==> config.mk <==
export PLATFORM = sky130hd
export DESIGN_NAME = soft_sense_seq
export DESIGN_NICKNAME = d
export VERILOG_FILES = /design/src/rtl/ss_pkg.sv /design/src/rtl/ss_ref_table.sv /design/src/rtl/ss_step_timer.sv /design/src/rtl/ss_seq_ctrl.sv /design/src/rtl/soft_sense_seq.sv
export SDC_FILE = /design/constraint.sdc
export NUM_CORES = 1
export LEC_CHECK = 0
export BUFFER_PORTS_ARGS = -buffer_cell sky130_fd_sc_hd__buf_2
export CORE_MARGIN = 2
export CORE_UTILIZATION = 40
export DETAILED_ROUTE_END_ITERATION = 8
export MAX_ROUTING_LAYER = met4
export PLACE_DENSITY_LB_ADDON = 0.3
export RECOVER_POWER = 100
export SLEW_MARGIN = 20
export SYNTH_ARGS = -nofsm -noshare
export SYNTH_HDL_FRONTEND = slang
export SYNTH_SLANG_ARGS = --single-unit
==> constraint.sdc <==
create_clock -name clk -period 7.1 [get_ports clk]
set_input_delay 1.42 -clock clk [delete_from_list [all_inputs] [get_ports clk]]
set_output_delay 1.42 -clock clk [all_outputs]
set_load 0.05 [all_outputs]
==> src/rtl/ss_pkg.sv <==
package ss_pkg;

    typedef enum logic [0:0] {
        ST_IDLE  = 1'b0,
        ST_SENSE = 1'b1
    } seq_state_e;

    // Clamp a requested level count into 1..max_lvl.
    function automatic int unsigned clamp_levels(int unsigned req, int unsigned max_lvl);
        if (req == 0)       return 1;
        if (req > max_lvl)  return max_lvl;
        return req;
    endfunction

    // A zero step length is taken as one cycle.
    function automatic int unsigned eff_step_len(int unsigned req);
        return (req == 0) ? 1 : req;
    endfunction

endpackage

==> src/rtl/ss_ref_table.sv <==
module ss_ref_table #(
    parameter int REF_W = 8,
    parameter int DEPTH = 32,
    localparam int IDX_W = $clog2(DEPTH)
) (
    input  logic             clk,
    input  logic             rst,
    input  logic             wr_en,
    input  logic [IDX_W-1:0] wr_idx,
    input  logic [REF_W-1:0] wr_data,
    input  logic [IDX_W-1:0] rd_idx,
    output logic [REF_W-1:0] rd_data
);

    logic [REF_W-1:0] ent_q [DEPTH];

    always_ff @(posedge clk) begin
        for (int i = 0; i < DEPTH; i++) begin
            if (rst) begin
                ent_q[i] <= '0;
            end else if (wr_en && (wr_idx == IDX_W'(i))) begin
                ent_q[i] <= wr_data;
            end
        end
    end

    assign rd_data = ent_q[rd_idx];

endmodule

==> src/rtl/ss_step_timer.sv <==
module ss_step_timer #(
    parameter int CNT_W = 16
) (
    input  logic             clk,
    input  logic             rst,
    input  logic             load,
    input  logic [CNT_W-1:0] len,
    input  logic             run,
    output logic             expire
);

    logic [CNT_W-1:0] cnt_q;

    always_ff @(posedge clk) begin
        if (rst) begin
            cnt_q <= '0;
        end else if (load) begin
            cnt_q <= len - 1'b1;
        end else if (run && (cnt_q != '0)) begin
            cnt_q <= cnt_q - 1'b1;
        end
    end

    assign expire = run && (cnt_q == '0);

endmodule

==> src/rtl/ss_seq_ctrl.sv <==
module ss_seq_ctrl
    import ss_pkg::*;
#(
    parameter int LVL_W = 6,
    parameter int IDX_W = 5,
    parameter int CNT_W = 16
) (
    input  logic             clk,
    input  logic             rst,
    input  logic             start,
    input  logic             cell_on,
    input  logic             expire,
    input  logic [IDX_W-1:0] cfg_last,
    input  logic [CNT_W-1:0] cfg_len,
    output logic             tim_load,
    output logic [CNT_W-1:0] tim_len,
    output logic             busy,
    output logic             done,
    output logic [IDX_W-1:0] step_idx,
    output logic [LVL_W-1:0] range_idx,
    output logic [LVL_W-1:0] steps_taken
);

    typedef struct packed {
        logic [LVL_W-1:0] idx;
        logic [LVL_W-1:0] cnt;
    } result_t;

    seq_state_e       state_q;
    logic [IDX_W-1:0] step_q;
    logic [IDX_W-1:0] last_q;
    logic [CNT_W-1:0] len_q;
    result_t          res_q;
    result_t          res_d;
    logic             done_q;

    logic accept, at_last, advance, finish;

    always_comb begin
        accept  = (state_q == ST_IDLE) && start;
        at_last = (step_q == last_q);
        advance = (state_q == ST_SENSE) && expire && !cell_on && !at_last;
        finish  = (state_q == ST_SENSE) && expire && (cell_on || at_last);
        res_d.cnt = LVL_W'(step_q) + 1'b1;
        res_d.idx = cell_on ? LVL_W'(step_q) : (LVL_W'(last_q) + 1'b1);
    end

    assign tim_load = accept || advance;
    assign tim_len  = accept ? cfg_len : len_q;

    always_ff @(posedge clk) begin
        if (rst) begin
            state_q <= ST_IDLE;
            step_q  <= '0;
            last_q  <= '0;
            len_q   <= '0;
            res_q   <= '0;
            done_q  <= 1'b0;
        end else begin
            done_q <= 1'b0;
            if (accept) begin
                state_q <= ST_SENSE;
                step_q  <= '0;
                last_q  <= cfg_last;
                len_q   <= cfg_len;
            end else if (advance) begin
                step_q <= step_q + 1'b1;
            end else if (finish) begin
                state_q <= ST_IDLE;
                res_q   <= res_d;
                done_q  <= 1'b1;
            end
        end
    end

    assign busy        = (state_q == ST_SENSE);
    assign done        = done_q;
    assign step_idx    = step_q;
    assign range_idx   = res_q.idx;
    assign steps_taken = res_q.cnt;

endmodule

==> src/rtl/soft_sense_seq.sv <==
module soft_sense_seq
    import ss_pkg::*;
#(
    parameter int REF_W   = 8,
    parameter int MAX_LVL = 32,
    parameter int CNT_W   = 16,
    localparam int IDX_W  = $clog2(MAX_LVL),
    localparam int LVL_W  = $clog2(MAX_LVL + 1)
) (
    input  logic             clk,
    input  logic             rst,
    input  logic             cfg_we,
    input  logic [IDX_W-1:0] cfg_addr,
    input  logic [REF_W-1:0] cfg_ref,
    input  logic [LVL_W-1:0] cfg_levels,
    input  logic [CNT_W-1:0] cfg_step_cyc,
    input  logic             start,
    input  logic             cell_on,
    output logic             busy,
    output logic             done,
    output logic [REF_W-1:0] vref,
    output logic [LVL_W-1:0] range_idx,
    output logic [LVL_W-1:0] steps_taken
);

    logic [LVL_W-1:0] eff_levels;
    logic [IDX_W-1:0] eff_last;
    logic [CNT_W-1:0] eff_len;
    logic             tim_load;
    logic [CNT_W-1:0] tim_len;
    logic             expire;
    logic [IDX_W-1:0] step_q;
    logic [REF_W-1:0] tbl_rd;
    logic             busy_w;

    always_comb begin
        eff_levels = LVL_W'(clamp_levels(32'(cfg_levels), MAX_LVL));
        eff_last   = IDX_W'(eff_levels - 1'b1);
        eff_len    = CNT_W'(eff_step_len(32'(cfg_step_cyc)));
    end

    ss_ref_table #(
        .REF_W (REF_W),
        .DEPTH (MAX_LVL)
    ) u_table (
        .clk     (clk),
        .rst     (rst),
        .wr_en   (cfg_we && !busy_w),
        .wr_idx  (cfg_addr),
        .wr_data (cfg_ref),
        .rd_idx  (step_q),
        .rd_data (tbl_rd)
    );

    ss_step_timer #(
        .CNT_W (CNT_W)
    ) u_timer (
        .clk    (clk),
        .rst    (rst),
        .load   (tim_load),
        .len    (tim_len),
        .run    (busy_w),
        .expire (expire)
    );

    ss_seq_ctrl #(
        .LVL_W (LVL_W),
        .IDX_W (IDX_W),
        .CNT_W (CNT_W)
    ) u_ctrl (
        .clk         (clk),
        .rst         (rst),
        .start       (start),
        .cell_on     (cell_on),
        .expire      (expire),
        .cfg_last    (eff_last),
        .cfg_len     (eff_len),
        .tim_load    (tim_load),
        .tim_len     (tim_len),
        .busy        (busy_w),
        .done        (done),
        .step_idx    (step_q),
        .range_idx   (range_idx),
        .steps_taken (steps_taken)
    );

    assign busy = busy_w;
    assign vref = busy_w ? tbl_rd : '0;

endmodule

==> metrics.csv <==
stage,metric,value,unit
outcome,outcome,"finished, violations left",
outcome,violations,"capacitance limit, slew limit",
die,die-area,0.03974,mm²
synthesis,yosys_warnings,0,
critical_path,slowest_stage,clkbuf_1,
clock_tree,cts-resized-gates,0,
critical_path,startpoint,rst,
placed_design,gp_congestion,0.9235,
layout,nets,1271,
hold_path,hold_path_class,flip-flop to flip-flop,
timing,rsz0062_at_grt,false,
synthesis,syn-num-nets,1229,
global_route,grt_overflow,0,
hold_path,min_path_cells,2,
drt,drtPass1Iterations,5,
drt,drt_iter0_drc,810,
critical_path,rr_startpoint,u_timer.cnt_q[7]$_SDFFE_PP0P_,
synthesis,syn_inst,1185,
placed_design,hpwlAfterDp,25100,µm
timing,fin_skew,24.07,ps
drt,vias_per_cell,5.459,
timing,worstMarginPinSlew,2298,ps
synthesis,muxShareOfSynthArea,0.1345,
drt,route.vias.total,9629,
layout,final_common_cell,edfxtp_1,
critical_path,worstReg2RegEnd,u_timer.cnt_q[14]$_SDFFE_PP0P_,
layout,area_growth,11.71,%
drt,wirelength,37830,µm
critical_path,crit_chain,buf_2 -> clkbuf_1 -> inv_1 -> clkbuf_1 -> nand2b_1 -> nor2_1 -> and2_0,
layout,mostFrequentLayoutCells,"edfxtp_1 (256), and2_0 (168), nor2_1 (109)",
synthesis,yosys.area_share.simple,0.1823,
flow_run,maxCapViolCount,3,
synthesis,synth-seq-cells,317,
power,vdd_ir_drop_max,0.0001547,V
clock_tree,tritoncts,done,
synthesis,ys_async_sr_fraction,0,
timing,setup_viol,0,
critical_path,crit_arrival,6070,ps
timing,max-slew-margin-rel,-0.5318,
drt,postRouteAntennaNets,0,
clock_tree,clockBufferDepth,3,
timing,finalSetupTns,0,ps
global_route,grt_max_degree,50,
clock_tree,h-tree-depth,2,
clock_tree,path_clk_slew,50,ps
critical_path,path_common_cell,clkbuf_1,
global_route,grt_pass1_wl,57950,µm
placed_design,port_buffers,61,
die,start_util,0.4053,
die,fp-row-count,71,
synthesis,synth_top_family_by_area,simple AND/OR/NAND/NOR gates,
critical_path,r2r_slack,1890,ps
clock_tree,hold_buffers,0,
clock_tree,clock_latency,520,ps
global_route,antenna_found_initial,0,
clock_tree,numClockSinks,317,
global_route,grt_pass1_vias,9600,
synthesis,synth_compound_area_frac,0.06172,
synthesis,synth_xor_area_frac,0.009180,
drt,routedWlPerCell,21.44,µm
timing,min_period,5709,ps
critical_path,end_kind,flip-flop,
power,p_leak,0.005858,µW
power,p_total,4266,µW
timing,fmax,175.2,MHz
synthesis,synthAdderAreaFrac,0.003279,
hold_path,whs_endpoint,u_ctrl.len_q[15]$_SDFF_PP0_,
die,die_w,199.4,µm
die,die_h,199.4,µm
clock_tree,numCtsBuffers,36,
clock_tree,postCtsSetupBuffers,0,
critical_path,critPathTopFamily,buffers and inverters,
global_route,grtUsageTotal,0.2004,
clock_tree,root_buffer,clkbuf_16,
critical_path,r2r_cells,12,
layout,fillCellCount,3440,
die,coreArea,0.03767,mm²
layout,drive_gt1_frac,0.1518,
synthesis,seq_area_frac_synth,0.5836,
timing,drv_slew,127,
drt,drc,0,
synthesis,syn-cell-area,0.01526,mm²
critical_path,path_class,input pin to flip-flop,
critical_path,cp.required,7470,ps
timing,period_share,0.8041,
synthesis,synth_ff_type,edfxtp_1,
hold_path,hold_start,u_ctrl.len_q[15]$_SDFF_PP0_,
timing,finalHoldViolCount,0,
power,power_density,250.2,mW/mm²
synthesis,postSynthAreaPerCell,12.88,µm²
critical_path,critical_path_buf_inv_count,4,
critical_path,crit_path_start_kind,input pin,
synthesis,synth-edff-count,256,
die,top_level_ports,62,
critical_path,slowest_delay,1520,ps
critical_path,cp_max_fo,49,
synthesis,netlist-cell-type-count,64,
-- flip-flops by register name (all words and copies together) (netlist names), 5 cells and up, named ones only --
name / count
u_ctrl.len_q: 16
u_table.ent_q: 256
u_ctrl.last_q: 5
u_ctrl.step_idx: 5
u_ctrl.steps_taken: 6
u_timer.cnt_q: 16
u_ctrl.range_idx: 6
-- per-layer routing --
metal / part of all wire / track usage / vias to the layer above
li1: - / - / 4436
met1: 0.44 / 0.2743 / 4772
met2: 0.47 / 0.3075 / 349
met3: 0.070 / 0.03376 / 72
met4: 0.024 / 0.06173 / 0
met5: 0 / - / -
-- worst register-to-register path, cell delays in order (launching register included) --
cell      delay, ps
dfxtp_1         350
or4_1           650
or4_1           610
a2111o_1        530
nand2_1         550
mux2i_1         300
ha_1            280
inv_1           110
nor4_1          660
o211ai_1        230
o31a_1          190
or3_1           370
a311oi_1        250
-- per-stage QoR --
step,instance area (µm²),setup WS [ps],hold WS [ps],utilization,instances
final,17050,1391,465.9,0.4527,1764
after global placement,16040,2125,447.5,0.4260,1700
after detailed placement,16040,2008,458.1,0.4260,1700
after global routing,17050,1126,480.7,0.4526,1763
after floorplan,15260,2653,436.7,-,1185
after CTS,17170,2020,466.6,0.4558,1763
-- power by group --
group          switching (µW)  internal, µW
Clock                     739          1050
Combinational             240           124
Sequential               42.3          2070
-- Yosys cell counts (3+ instances only) --
| library cell | n | area, µm² |
|---|---|---|
| a211oi_1 | 6 | 45.04 |
| buf_1 | 8 | 30.03 |
| mux2i_1 | 24 | 240.2 |
| nor4_1 | 12 | 75.07 |
| nand2_1 | 52 | 195.2 |
| nand3_1 | 19 | 95.09 |
| ha_1 | 4 | 50.05 |
| dfxtp_1 | 61 | 1221 |
| inv_1 | 4 | 15.01 |
| o21ai_0 | 53 | 265.3 |
| xor2_1 | 5 | 43.79 |
| mux4_2 | 80 | 1802 |
| o22ai_1 | 3 | 18.77 |
| or3_2 | 3 | 22.52 |
| a31oi_1 | 6 | 37.54 |
| or3_1 | 6 | 37.54 |
| buf_6 | 5 | 56.30 |
| nor2b_1 | 15 | 93.84 |
| nor2_1 | 109 | 409.1 |
| a21oi_1 | 42 | 210.2 |
| nor3_1 | 8 | 40.04 |
| o2111ai_1 | 4 | 35.03 |
| clkbuf_1 | 64 | 240.2 |
| a311oi_1 | 3 | 26.28 |
| nand3b_1 | 5 | 37.54 |
| and2_1 | 258 | 1614 |
| o211ai_1 | 7 | 52.55 |
| edfxtp_1 | 256 | 7687 |
| o21bai_1 | 3 | 22.52 |
| o31ai_1 | 3 | 22.52 |
| nand2b_1 | 4 | 25.02 |
| xnor2_1 | 11 | 96.34 |
-- logic make-up after synthesis --
group / Yosys count
mux: 105
flops: 317
buf+inv: 86
xor+xnor: 16
fa+ha+maj: 4
simple gates: 508
compound gates: 149
-- area by class of cell --
type / count / area [µm²] / area share
tap: 511 / 639.4 / 0.03750
timing repair buffer: 86 / 409.1 / 0.02399
sequential: 317 / 8911 / 0.5226
antenna: 1 / 2.502 / 0.0001468
clock inverter: 17 / 143.9 / 0.008438
inverter: 4 / 15.01 / 0.0008805
multi-input combinational: 782 / 5949 / 0.3489
clock buffer: 46 / 980.9 / 0.05753
-- how the worst max path moves through the flow --
stage               cells past startpoint                                 end  slack (ps)
floorplan                              13      u_timer.cnt_q[14]$_SDFFE_PP0P_        2650
global placement                       11      u_timer.cnt_q[14]$_SDFFE_PP0P_        2130
detailed placement                     11      u_timer.cnt_q[14]$_SDFFE_PP0P_        2010
CTS                                    12      u_timer.cnt_q[14]$_SDFFE_PP0P_        2020
global route                            7  u_table.ent_q[19][6]$_SDFFCE_PN0P_        1130
finish                                  7  u_table.ent_q[19][6]$_SDFFCE_PN0P_        1390
Power figures use the tool's default switching activity.
